==> src/rtl/pixSparsePkg.sv <==
package pixSparsePkg;

  // Strobes from control to datapath
  typedef struct packed {
    logic loadFrame; // move capture set into scan set, restart capture
    logic popWord;   // clear the request of the word being accepted
  } sparseStrobe_t;

  localparam int DEF_NUM_PIX = 48;
  localparam int DEF_THERM_W = 7;
  localparam int DEF_AMP_W   = 3;

endpackage

==> src/rtl/thermEncoder.sv <==
module thermEncoder #(
  parameter int THERM_W = 7,
  parameter int AMP_W   = 3
) (
  input  logic [THERM_W-1:0] therm,
  output logic [AMP_W-1:0]   amp
);

  // Amplitude is the index of the lowest zero, i.e. the length of the
  // run of ones starting at bit 0; a full code gives THERM_W.
  always_comb begin
    amp = AMP_W'(THERM_W);
    for (int i = THERM_W - 1; i >= 0; i--) begin
      if (!therm[i]) amp = AMP_W'(i);
    end
  end

endmodule

==> src/rtl/prioEnc.sv <==
module prioEnc #(
  parameter int N     = 48,
  parameter int IDX_W = $clog2(N)
) (
  input  logic [N-1:0]     req,
  output logic             found,
  output logic [IDX_W-1:0] idx
);

  // Lowest set request wins: scan downward so the last hit is the lowest.
  always_comb begin
    idx = '0;
    for (int i = N - 1; i >= 0; i--) begin
      if (req[i]) idx = IDX_W'(i);
    end
  end

  assign found = |req;

endmodule

==> src/rtl/sparseCtrl.sv <==
module sparseCtrl
  import pixSparsePkg::*;
(
  input  logic          frameTick,
  input  logic          anyPend,
  input  logic          outReady,
  output logic          outValid,
  output sparseStrobe_t strobe
);

  assign outValid         = anyPend;
  assign strobe.loadFrame = frameTick;
  assign strobe.popWord   = anyPend & outReady;

endmodule

==> src/rtl/sparseDatapath.sv <==
module sparseDatapath
  import pixSparsePkg::*;
#(
  parameter int NUM_PIX = DEF_NUM_PIX,
  parameter int THERM_W = DEF_THERM_W,
  parameter int AMP_W   = DEF_AMP_W,
  parameter int ADDR_W  = $clog2(NUM_PIX),
  localparam int WORD_W = ADDR_W + AMP_W
) (
  input  logic                       clk,
  input  logic                       rstN,
  input  logic [NUM_PIX*THERM_W-1:0] thermIn,
  input  logic [NUM_PIX-1:0]         hitIn,
  input  logic                       maskWe,
  input  logic [ADDR_W-1:0]          maskAddr,
  input  logic                       maskVal,
  input  sparseStrobe_t              strobe,
  output logic                       anyPend,
  output logic [WORD_W-1:0]          wordOut
);

  logic [NUM_PIX-1:0] maskBits;
  logic [NUM_PIX-1:0] pendVec;
  logic [AMP_W-1:0]   scanAmpArr [NUM_PIX];
  logic [ADDR_W-1:0]  selIdx;

  // Mask configuration; out-of-range addresses are dropped
  always_ff @(posedge clk or negedge rstN) begin
    if (!rstN) begin
      maskBits <= '0;
    end else if (maskWe && (int'(maskAddr) < NUM_PIX)) begin
      maskBits[maskAddr] <= maskVal;
    end
  end

  for (genvar p = 0; p < NUM_PIX; p++) begin : g_pix
    logic [AMP_W-1:0] liveAmp;
    logic             liveHit;
    logic             capHit;
    logic [AMP_W-1:0] capAmp;
    logic             pend;
    logic [AMP_W-1:0] scanAmp;

    thermEncoder #(.THERM_W(THERM_W), .AMP_W(AMP_W)) u_enc (
      .therm(thermIn[p*THERM_W +: THERM_W]),
      .amp  (liveAmp)
    );

    assign liveHit = hitIn[p] & ~maskBits[p];

    always_ff @(posedge clk or negedge rstN) begin
      if (!rstN) begin
        capHit  <= 1'b0;
        capAmp  <= '0;
        pend    <= 1'b0;
        scanAmp <= '0;
      end else if (strobe.loadFrame) begin
        // Closed frame moves to scan; this cycle's hit opens the next frame
        pend    <= capHit;
        scanAmp <= capAmp;
        capHit  <= liveHit;
        capAmp  <= liveHit ? liveAmp : '0;
      end else begin
        if (liveHit && !capHit) begin
          capHit <= 1'b1;
          capAmp <= liveAmp;
        end
        if (strobe.popWord && (selIdx == ADDR_W'(p))) begin
          pend <= 1'b0;
        end
      end
    end

    assign pendVec[p]    = pend;
    assign scanAmpArr[p] = scanAmp;
  end

  prioEnc #(.N(NUM_PIX), .IDX_W(ADDR_W)) u_prio (
    .req  (pendVec),
    .found(anyPend),
    .idx  (selIdx)
  );

  assign wordOut = {selIdx, scanAmpArr[selIdx]};

endmodule

==> src/rtl/pixColSparsifier.sv <==
module pixColSparsifier
  import pixSparsePkg::*;
#(
  parameter int NUM_PIX = DEF_NUM_PIX,
  parameter int THERM_W = DEF_THERM_W,
  parameter int AMP_W   = DEF_AMP_W,
  localparam int ADDR_W = $clog2(NUM_PIX),
  localparam int WORD_W = ADDR_W + AMP_W
) (
  input  logic                       clk,
  input  logic                       rstN,
  input  logic                       frameTick,
  input  logic [NUM_PIX*THERM_W-1:0] thermIn,
  input  logic [NUM_PIX-1:0]         hitIn,
  input  logic                       maskWe,
  input  logic [ADDR_W-1:0]          maskAddr,
  input  logic                       maskVal,
  output logic                       outValid,
  input  logic                       outReady,
  output logic [WORD_W-1:0]          outData
);

  sparseStrobe_t strobe;
  logic          anyPend;

  sparseCtrl u_ctrl (
    .frameTick(frameTick),
    .anyPend  (anyPend),
    .outReady (outReady),
    .outValid (outValid),
    .strobe   (strobe)
  );

  sparseDatapath #(
    .NUM_PIX(NUM_PIX),
    .THERM_W(THERM_W),
    .AMP_W  (AMP_W),
    .ADDR_W (ADDR_W)
  ) u_dp (
    .clk     (clk),
    .rstN    (rstN),
    .thermIn (thermIn),
    .hitIn   (hitIn),
    .maskWe  (maskWe),
    .maskAddr(maskAddr),
    .maskVal (maskVal),
    .strobe  (strobe),
    .anyPend (anyPend),
    .wordOut (outData)
  );

endmodule

==> config.mk <==
export PLATFORM = sky130hd
export DESIGN_NAME = pixColSparsifier
export DESIGN_NICKNAME = d
export VERILOG_FILES = /design/src/rtl/pixSparsePkg.sv /design/src/rtl/thermEncoder.sv /design/src/rtl/prioEnc.sv /design/src/rtl/sparseCtrl.sv /design/src/rtl/sparseDatapath.sv /design/src/rtl/pixColSparsifier.sv
export SDC_FILE = /design/constraint.sdc
export NUM_CORES = 1
export LEC_CHECK = 0
export ABC_AREA = 1
export BUFFER_PORTS_ARGS = -buffer_cell sky130_fd_sc_hd__buf_2
export CORE_MARGIN = 2
export CORE_UTILIZATION = 24
export DETAILED_ROUTE_END_ITERATION = 10
export GPL_ROUTABILITY_DRIVEN = 0
export MAX_ROUTING_LAYER = met4
export PLACE_DENSITY = 0.43
export SLEW_MARGIN = 20
export SYNTH_ARGS = -nofsm -noshare
export SYNTH_HDL_FRONTEND = slang
export SYNTH_HIERARCHICAL = 1
export SYNTH_SLANG_ARGS = --single-unit
export TNS_END_PERCENT = 30
==> constraint.sdc <==
create_clock -name clk -period 5.5 [get_ports clk]
set_clock_uncertainty 0.05 [all_clocks]
set_input_delay 0.825 -clock clk [delete_from_list [all_inputs] [get_ports clk]]
set_output_delay 0.825 -clock clk [all_outputs]
set_load 0.02 [all_outputs]
==> results of run 1 <==
-- layer usage --
metal / GRT usage (%) / share of wire [%]
met5: - / 0
met4: 4.084 / 2.3
met3: 2.388 / 4.2
met2: 26.40 / 47
met1: 21.05 / 46
-- critical path: cells and delay by family (launching register included) --
family | cells | cell delay (ps)
buffers and inverters | 5 | 620
AND/OR/NAND/NOR | 52 | 2680
AO/OA/AOI/OAI | 2 | 380
flip-flops | 1 | 380
-- stage by stage --
stage / power [mW] / cells / hold WS (ps)
floorplan: 4.547 / 3029 / 391.7
global placement: 5.214 / 4544 / 407.1
detailed placement: 5.215 / 4544 / 408.4
CTS: 9.017 / 4640 / 174.9
global route: 9.431 / 4650 / 203.1
finish: 8.942 / 4650 / 164.4
-- cell families after synthesis --
group	synth area share (%)
buf+inv	7.728
simple gates	31.58
flops	48.95
mux	0.04533
compound gates	11.69
-- state kept, by name, summed over array words and instances (netlist names) --
signal	cells
u_dp/g_pix.capAmp	144
u_dp/g_pix.scanAmp	144
u_dp/g_pix.capHit	48
u_dp/g_pix.pend	48
u_dp/maskBits	48
-- report_power, final --
group          internal, mW  switching [mW]  leakage, nW  total, mW
Sequential             3.47           0.217         5.65       3.69
Combinational         0.579            1.02         8.24       1.60
Clock                  2.26            1.39        0.887       3.65
Total                  6.31            2.63         14.8       8.94
-- final cells by class --
cell class,count,share of cell area [%]
multi-input cells,2175,34.98
flip-flops and latches,432,39.08
repair buffers,441,9.385
diodes,3,0.02714
well taps,1186,5.364
inverters,321,4.627
clock buffers,80,5.626
clock inverters,12,0.9181
-- what timing repair did --
item | CTS | global route
pin swaps | 4 | 7
endpoints found under the setup margin | 3 | 4
resized for setup | 29 | 20
gates cloned | 2 | 4
setup buffers | 2 | 3
-- placed cells by master (no fill, tap or decap), types with 3 or more instances in the layout --
| cell type | Yosys | routed |
|---|---|---|
| nand2_1 | 1280 | 1271 |
| dfrtp_1 | 432 | 432 |
| buf_2 | 33 | 400 |
| inv_1 | 306 | 304 |
| nand3_1 | 244 | 243 |
| nor2_1 | 192 | 191 |
| a21oi_1 | 120 | 120 |
| o21ai_0 | 116 | 113 |
| clkbuf_16 | 0 | 55 |
| a31oi_1 | 48 | 48 |
| a21oi_2 | 49 | 48 |
| o22ai_1 | 36 | 36 |
| a22o_1 | 23 | 23 |
| buf_4 | 5 | 18 |
| o211ai_1 | 18 | 18 |
| clkbuf_8 | 0 | 16 |
| clkbuf_1 | 53 | 13 |
| o21ai_1 | 14 | 11 |
| buf_12 | 0 | 10 |
| nand2_2 | 2 | 9 |
| bufinv_16 | 0 | 7 |
| inv_2 | 7 | 7 |
| nor2_2 | 7 | 7 |
| buf_16 | 0 | 4 |
| buf_6 | 1 | 4 |
| clkinv_1 | 4 | 4 |
| nand4_1 | 4 | 4 |
| o21ai_2 | 0 | 4 |
| nor3_4 | 3 | 4 |
| nor3_1 | 4 | 4 |
| nor4_1 | 4 | 4 |
| bufinv_8 | 4 | 4 |
| diode_2 | 0 | 3 |
| nor2_4 | 2 | 3 |
-- worst paths after layout --
path | startpoint | end | cells after the start
setup reg to reg | u_dp/g_pix[46].pend | u_dp/g_pix[29].pend | 56
setup / recovery | u_dp/g_pix[46].pend | outData[0] | 59
hold reg to reg | u_dp/g_pix[3].scanAmp[2] | u_dp/g_pix[3].scanAmp[2] | 2
min in group clk | u_dp/g_pix[3].scanAmp[2] | u_dp/g_pix[3].scanAmp[2] | 2
hold / removal | rstN | u_dp/g_pix[10].capAmp[1] | 1
max in group asynchronous | rstN | u_dp/g_pix[0].scanAmp[0] | 2
==> results by group, run 1 <==
Critical path
  – CP Launch Type: flop
  – Crit-path max cell delay: 380 ps
  – Most used cell, CP: nand2_1
  – Critical path endpoint category: primary output
  – Crit Path Category: flop to primary output
  – Worst path required time: 4620 ps
  – Flop-to-flop setup slack: 1040 ps
  – CP max FO: 25
  – Slowest cell on the critical path: dfrtp_1
  – Worst Path Arrival: 4660 ps

Final layout
  – Final instance area: 27660 sq um
  – Multi-input gate area: 9676 sq um
  – # fillers: 10060
  – Nets: 3818
  – Post-Route Utilization: 30.27%
  – Area grow syn2layout: 25.27%
  – Layout cells sized above 1: 17.83%
  – Reg area: 10810 sq um

Logic synthesis
  – Synth top area cells: dfrtp_1, nand2_1, nand3_1
  – Syn Nets: 3425
  – Mean Syn Cell Area: 7.291 sq um
  – Predominant post-synthesis flop cell: dfrtp_1
  – Sequential-to-total area share from yosys stat: 48.95%
  – Yosys reg bits: 432
  – Synthesized instance count: 3029
  – Post-synth top cells: nand2_1, dfrtp_1, inv_1
  – Share of Yosys cell area claimed by the top area cell type: 48.95%
  – Yosys warning count: 6
  – Leading area contributor after synthesis: dfrtp_1
  – Synth Cell Area: 22080 sq um
  – Distinct cell type count after synthesis: 35
  – Asr flop ratio synth: 100.0%
  – Number of synthesized flops with an enable pin: 0
  – Most numerous cell in the Yosys netlist: nand2_1

STA
  – Worst setup margin: -34.87 ps
  – Final Hold Viols: 0
  – Pins Over Slew Limit: 0
  – Max frequency: 0.1807 GHz
  – Final min period: 5535 ps
  – RSZ-0062 raised after global routing: true
  – Worst-Margin Slew: 1058 ps
  – Period utilization: 100.6%
  – Setup TNS: -70.88 ps
  – Relative slew slack: 29.42%
  – Final setup viols: 3

Clock network
  – Num CTS Buffers: 51
  – Hold buffers post-CTS: 0
  – H-tree levels: 2
  – Register clock-pin slew on the reported worst setup and hold paths: 60 ps
  – TritonCTS sink count: 432
  – CTS root buffer: clkbuf_16
  – Clock insertion delay at the later pin of the skew report: 600 ps
  – CTS tree: built
  – CTS Buffer Depth: 3

Floorplan
  – Die ar.: 94460 sq um
  – Chip Width: 307.3 um
  – Rows: 111
  – Initial core utilization: 24.17%
  – Io pins: 406
  – Chip Height: 307.3 um
  – Core area: 91390 sq um

Placed design
  – Area after DPL: 25480 sq um
  – Buffers on Ports: 405
  – Pre-CTS setup slack: 301.6 ps
  – Post-DP HPWL: 55.78 mm

Global routing
  – Number of global-route vias before repair: 19740
  – Largest net degree at the start of global routing: 151
  – Gr ovfl total: 0
  – First-pass GRT wire length: 114.5 mm
  – Antenna violations before repair: 6
  – GRT Overall Usage: 16.18%

Power
  – Leakage power: 14.78 nW
  – P per Cell Area: 323.2 nW/um^2
  – Peak supply drop: 270.6 uV

Drt
  – DRT Pass-1 Iters: 6
  – Residual DRC: 0
  – Vias per std cell: 4.351
  – Vias: 20230
  – First DRT Iteration DRCs: 1184
  – Routed wire length per instance: 16.36 um
  – Post-route ant nets: 0
  – Routed wire length: 76.06 mm

Run status
  – Status: complete, but fails checks
  – Failing checks: negative setup slack

Hold path
  – HP Class: input pin to asynchronous set/reset pin

Run
  – # Max-Cap Violations: 0
Note: power is estimated with default switching activity, not from simulation.
==> run 2, diff against run 1 <==
Settings changed: PLACE_DENSITY 0.43 to 0.44.
Clock period 5.5 ns to 5 ns, I/O delays scaled along.
==> run 2 against run 1 <==
Against the previous run: the flow still finishes with violations (negative setup slack); total power grew 7.3%; non-clock buffer count grew 22; sequential cell count is the same; critical endpoint is now outData[1]; worst hold slack lost 44 ps; die area is the same; register-to-register slack lost 490 ps; cell area grew 0.34%; via count grew 0.79%; routed wire length grew 0.64%; combinational power grew 14%; critical path depth shrank 1.
==> results by group, run 2 (synthesis gave the netlist of run 1 again) <==
Clock network
  – CTS root buffer: clkbuf_16
  – Num CTS Buffers: 51
  – H-tree levels: 2
  – TritonCTS sink count: 432
  – Clock insertion delay at the later pin of the skew report: 620 ps
  – CTS tree: built
  – CTS Buffer Depth: 3
  – Register clock-pin slew on the reported worst setup and hold paths: 60 ps
  – Hold buffers post-CTS: 0

STA
  – Final setup viols: 3
  – Worst setup margin: -547.5 ps
  – Final min period: 5547 ps
  – RSZ-0062 raised after global routing: true
  – Pins Over Slew Limit: 0
  – Worst-Margin Slew: 1154 ps
  – Final Hold Viols: 0
  – Max frequency: 0.1803 GHz
  – Relative slew slack: 22.98%
  – Setup TNS: -1629 ps
  – Period utilization: 110.9%

Final layout
  – # fillers: 10040
  – Nets: 3840
  – Largest registers: u_dp/g_pix.capAmp (144), u_dp/g_pix.scanAmp (144)
  – Layout cells sized above 1: 18.62%
  – Most common cell after layout, fill and taps aside: nand2_1
  – Area grow syn2layout: 25.70%
  – Most frequent cells in the layout: nand2_1, dfrtp_1, buf_2, inv_1, nand3_1
  – Final instance area: 27760 sq um

Critical path
  – CP top delay family: simple AND/OR/NAND/NOR gates
  – Crit path depth: 58
  – Worst path required time: 4200 ps
  – CP Launch Type: flop
  – CP max FO: 7
  – Worst reg2reg endpoint: u_dp/g_pix[31].pend
  – Crit-path max cell delay: 370 ps
  – Slowest cell on the critical path: dfrtp_1
  – R2r worst-path depth: 56
  – Setup crit start: u_dp/g_pix[46].pend
  – Flop-to-flop setup slack: 550 ps
  – Most used cell, CP: nand2_1
  – Crit Path Category: flop to primary output
  – Worst r2r src: u_dp/g_pix[46].pend
  – CP Buf/Inv Count: 5
  – Critical path endpoint category: primary output
  – Worst Path Arrival: 4750 ps

Floorplan
  – Rows: 111
  – Io pins: 406
  – Chip Height: 307.3 um
  – Die ar.: 94460 sq um
  – Core area: 91390 sq um
  – Initial core utilization: 24.17%
  – Chip Width: 307.3 um

Power
  – Pint: 6.703 mW
  – Logic pwr share: 19.1%
  – Sequential power share: 42.3%
  – Psw: 2.892 mW
  – Sw Share: 30.14%
  – Clock power frac: 38.6%
  – Peak supply drop: 224.5 uV
  – P per Cell Area: 345.7 nW/um^2
  – Leakage power: 14.82 nW

Global routing
  – First-pass GRT wire length: 115.2 mm
  – Gr ovfl total: 0
  – GRT Overall Usage: 16.29%
  – Largest net degree at the start of global routing: 172
  – Number of global-route vias before repair: 19590
  – Antenna violations before repair: 0

Placed design
  – Post-DP HPWL: 56.51 mm
  – Area after DPL: 25620 sq um
  – Buffers on Ports: 405

Drt
  – Routed wire length per instance: 16.40 um
  – Routed wire length: 76.55 mm
  – DRT Pass-1 Iters: 6
  – Residual DRC: 0
  – Vias per std cell: 4.369
  – Vias: 20390
  – First DRT Iteration DRCs: 1334
  – Post-route ant nets: 0

Run status
  – Failing checks: negative setup slack
  – Status: complete, but fails checks

Run
  – # Max-Cap Violations: 0

Hold path
  – HP Class: input pin to asynchronous set/reset pin
## run 2: changes by cell type in the layout (fill, tap and decap cells not counted), sizes merged
cell      before  now
buf          437  462
clkinv         7   12
clkbuf        84   76
clkinvlp       0    2
inv          315  314
diode          3    1
bufinv        11    7
## run 2: layer usage
metal	routed length (um)	track usage (%)
met4	1902	4.447
met2	36360	26.49
met3	3440	2.360
met5	0	-
met1	34840	21.18
## run 2: power by group through the flow
stage          clock network [mW]  logic, mW  registers [mW]
4_1_cts                      3.83       1.84            4.06
3_5_place_dp                    0       1.66            4.12
2_1_floorplan                   0      0.989            4.01
3_3_place_gp                    0       1.65            4.13
5_1_grt                      3.96       2.07            4.10
6_report                     3.71       1.83            4.06
## run 2: area by class of cell
class | instances | area (sq um) | area share, %
flip-flops and latches | 432 | 10810 | 38.94
multi-input cells | 2175 | 9697 | 34.93
repair buffers | 463 | 2839 | 10.23
well taps | 1186 | 1484 | 5.346
clock buffers | 75 | 1466 | 5.283
inverters | 321 | 1272 | 4.584
clock inverters | 14 | 187.7 | 0.6761
diodes | 1 | 2.502 | 0.009015
## run 2: timing repair
item | CTS | global route
gates cloned | 6 | 0
buffers inserted | 15 | 0
hold endpoints to repair | 0 | 0
endpoints found under the setup margin | 3 | 12
pin swaps | 22 | 11
gates resized for setup | 47 | 24
## run 2: per-stage QoR
step | worst slack, ps | total power, mW | hold WS [ps] | std cells | util, %
global route | -1171 | 10.13 | 161.8 | 4666 | 30.37
floorplan | 467.9 | 5.001 | 391.7 | 3029 | -
finish | -547.5 | 9.595 | 120.3 | 4667 | 30.38
detailed placement | 50.11 | 5.778 | 410.0 | 4557 | 28.04
global placement | 80.71 | 5.774 | 408.5 | 4557 | 28.04
CTS | -517.2 | 9.737 | 133.0 | 4666 | 30.34
## run 2: worst max path at each step
stage                 endpoint  slack, ps
floorplan           outData[0]        470
global placement    outData[0]         80
detailed placement  outData[0]         50
CTS                 outData[2]       -520
global route        outData[1]      -1170
finish              outData[1]       -550
==> run 3, diff against run 2 <==
Settings changed: HOLD_SLACK_MARGIN from default to 0.15.
==> run 3 against run 2 <==
Against the previous run: the flow still finishes with violations (negative setup slack); routed wire length about the same; count of clock-buffer cells in the layout unchanged; register-to-register slack got worse by 20 ps; cell area hardly changed; setup slack improved by 7.6 ps; sequential power about the same; first-iteration DRC count decreased by 2.7%; utilization hardly changed.
==> results by group, run 3 (synthesis gave the netlist of run 1 again) <==
Run status
  – Status: complete, but fails checks
  – Failing checks: negative setup slack

Critical path
  – Worst path required time: 4200 ps
  – Crit Path Category: flop to primary output
  – Crit-path max cell delay: 370 ps
  – Worst Path Arrival: 4740 ps
  – Critical path endpoint category: primary output
  – CP max FO: 7
  – CP Launch Type: flop
  – Slowest cell on the critical path: dfrtp_1
  – Most used cell, CP: nand2_1

STA
  – Period utilization: 110.8%
  – Worst-Margin Slew: 1139 ps
  – Relative slew slack: 23.95%
  – Final Hold Viols: 0
  – Setup TNS: -1595 ps
  – Final min period: 5540 ps
  – Worst setup margin: -539.9 ps
  – Final setup viols: 3
  – RSZ-0062 raised after global routing: true
  – Worst hold slack: 324.8 ps
  – Max frequency: 0.1805 GHz
  – Pins Over Slew Limit: 0

Drt
  – Top Layer Used: met4
  – First DRT Iteration DRCs: 1298
  – Routed met2 length: 36.40 mm
  – Residual DRC: 0
  – Met3 WL: 3.327 mm
  – Vias per std cell: 4.370
  – Post-route ant nets: 0
  – Post-Route M1 WL: 34.90 mm
  – Routed wire length: 76.52 mm
  – Vias: 20400
  – DRT Pass-1 Iters: 5
  – Routed wire length per instance: 16.40 um

Floorplan
  – Chip Width: 307.3 um
  – Io pins: 406
  – Rows: 111
  – Initial core utilization: 24.17%
  – Die ar.: 94460 sq um
  – Core area: 91390 sq um
  – Chip Height: 307.3 um

Placed design
  – Placed Cells: 4557
  – Buffers on Ports: 405
  – Post-DP HPWL: 56.51 mm

Final layout
  – Nets: 3841
  – Most common cell after layout, fill and taps aside: nand2_1
  – Antenna diodes: 0
  – Number of non-filler instances in the completed layout: 4667
  – Post-Route Utilization: 30.38%
  – Layout cells sized above 1: 18.62%
  – Largest registers: u_dp/g_pix.capAmp (144), u_dp/g_pix.scanAmp (144)
  – # fillers: 10040
  – Most frequent cells in the layout: nand2_1, dfrtp_1, buf_2, inv_1, nand3_1
  – Area grow syn2layout: 25.73%

Global routing
  – Antenna violations before repair: 0
  – Number of global-route vias before repair: 19600
  – First-pass GRT wire length: 115.2 mm
  – Gr ovfl total: 0
  – Largest net degree at the start of global routing: 172
  – GRT Overall Usage: 16.30%

Power
  – Sequential power share: 42.3%
  – Peak supply drop: 224.8 uV
  – Tot Pwr: 9.597 mW
  – P per Cell Area: 345.6 nW/um^2
  – Clock power frac: 38.6%
  – Sw Share: 30.15%
  – Logic pwr share: 19.1%
  – Pint: 6.703 mW
  – Psw: 2.894 mW
  – Leakage power: 14.82 nW

Clock network
  – Register clock-pin slew on the reported worst setup and hold paths: 60 ps
  – TritonCTS sink count: 432
  – Clock insertion delay at the later pin of the skew report: 620 ps
  – H-tree levels: 2
  – CTS tree: built
  – CTS root buffer: clkbuf_16
  – Num CTS Buffers: 51
  – CTS Buffer Depth: 3

Hold path
  – HP Class: input pin to flop

Run
  – # Max-Cap Violations: 0
==> run 3: changes by cell type in the layout (fill, tap and decap cells not counted), sizes merged <==
cell / previous run / this run
diode: 1 / 0
dlygate4sd3: 0 / 1
==> run 3: through the flow <==
step | setup WS [ps] | cell area, sq um
6_report | -539.9 | 27770
4_1_cts | -517.2 | 27730
5_1_grt | -1171 | 27770
2_1_floorplan | 467.9 | 22080
3_3_place_gp | 80.71 | 25620
3_5_place_dp | 50.11 | 25620
==> run 3: worst max-delay path, delay by kind of cell, from the launching register on <==
| family | cells | cell delay [ps] |
|---|---|---|
| DFF | 1 | 370 |
| and+or+nand+nor | 50 | 2670 |
| AOI/OAI and AO/OA | 3 | 450 |
| buffers and inverters | 5 | 630 |
==> run 3: area by class of cell <==
class	count	area, sq um	area share (%)
Multi-Input combinational cell	2175	9697	34.92
Tap cell	1186	1484	5.344
Clock inverter	14	187.7	0.6759
Timing Repair Buffer	464	2849	10.26
Inverter	321	1272	4.583
Sequential cell	432	10810	38.93
Clock buffer	75	1466	5.281
==> run 3: final timing paths <==
path,startpoint,endpoint,slack [ps],cells past startpoint
hold / removal,maskVal,u_dp/maskBits[44],320,3
setup / recovery,u_dp/g_pix[46].pend,outData[1],-540,58
min in group asynchronous,rstN,u_dp/maskBits[8],730,2
setup reg to reg,u_dp/g_pix[46].pend,u_dp/g_pix[31].pend,530,56
max in group asynchronous,rstN,u_dp/g_pix[31].scanAmp[0],2950,3
hold reg to reg,u_dp/g_pix[3].capAmp[1],u_dp/g_pix[3].scanAmp[1],420,2
==> run 3: routing by layer <==
metal	up-vias	track usage, %
met3	82	2.360
met4	0	4.447
li1	10480	-
met2	422	26.49
met5	-	-
met1	9416	21.18
==> run 3: power by group through the flow <==
stage	logic, mW	registers, mW	clock network, mW
after detailed placement	1.66	4.12	0
after global placement	1.65	4.13	0
after floorplan	0.989	4.01	0
after global routing	2.07	4.10	3.96
after CTS	1.84	4.06	3.83
final	1.83	4.06	3.71
==> run 3: timing repair <==
action	in CTS	in global routing
endpoints found under the hold margin	38	0
buffers inserted	15	0
cloned	6	0
endpoints found under the setup margin	3	12
pin swaps	22	11
hold buffers	1	0
resized for setup	47	24
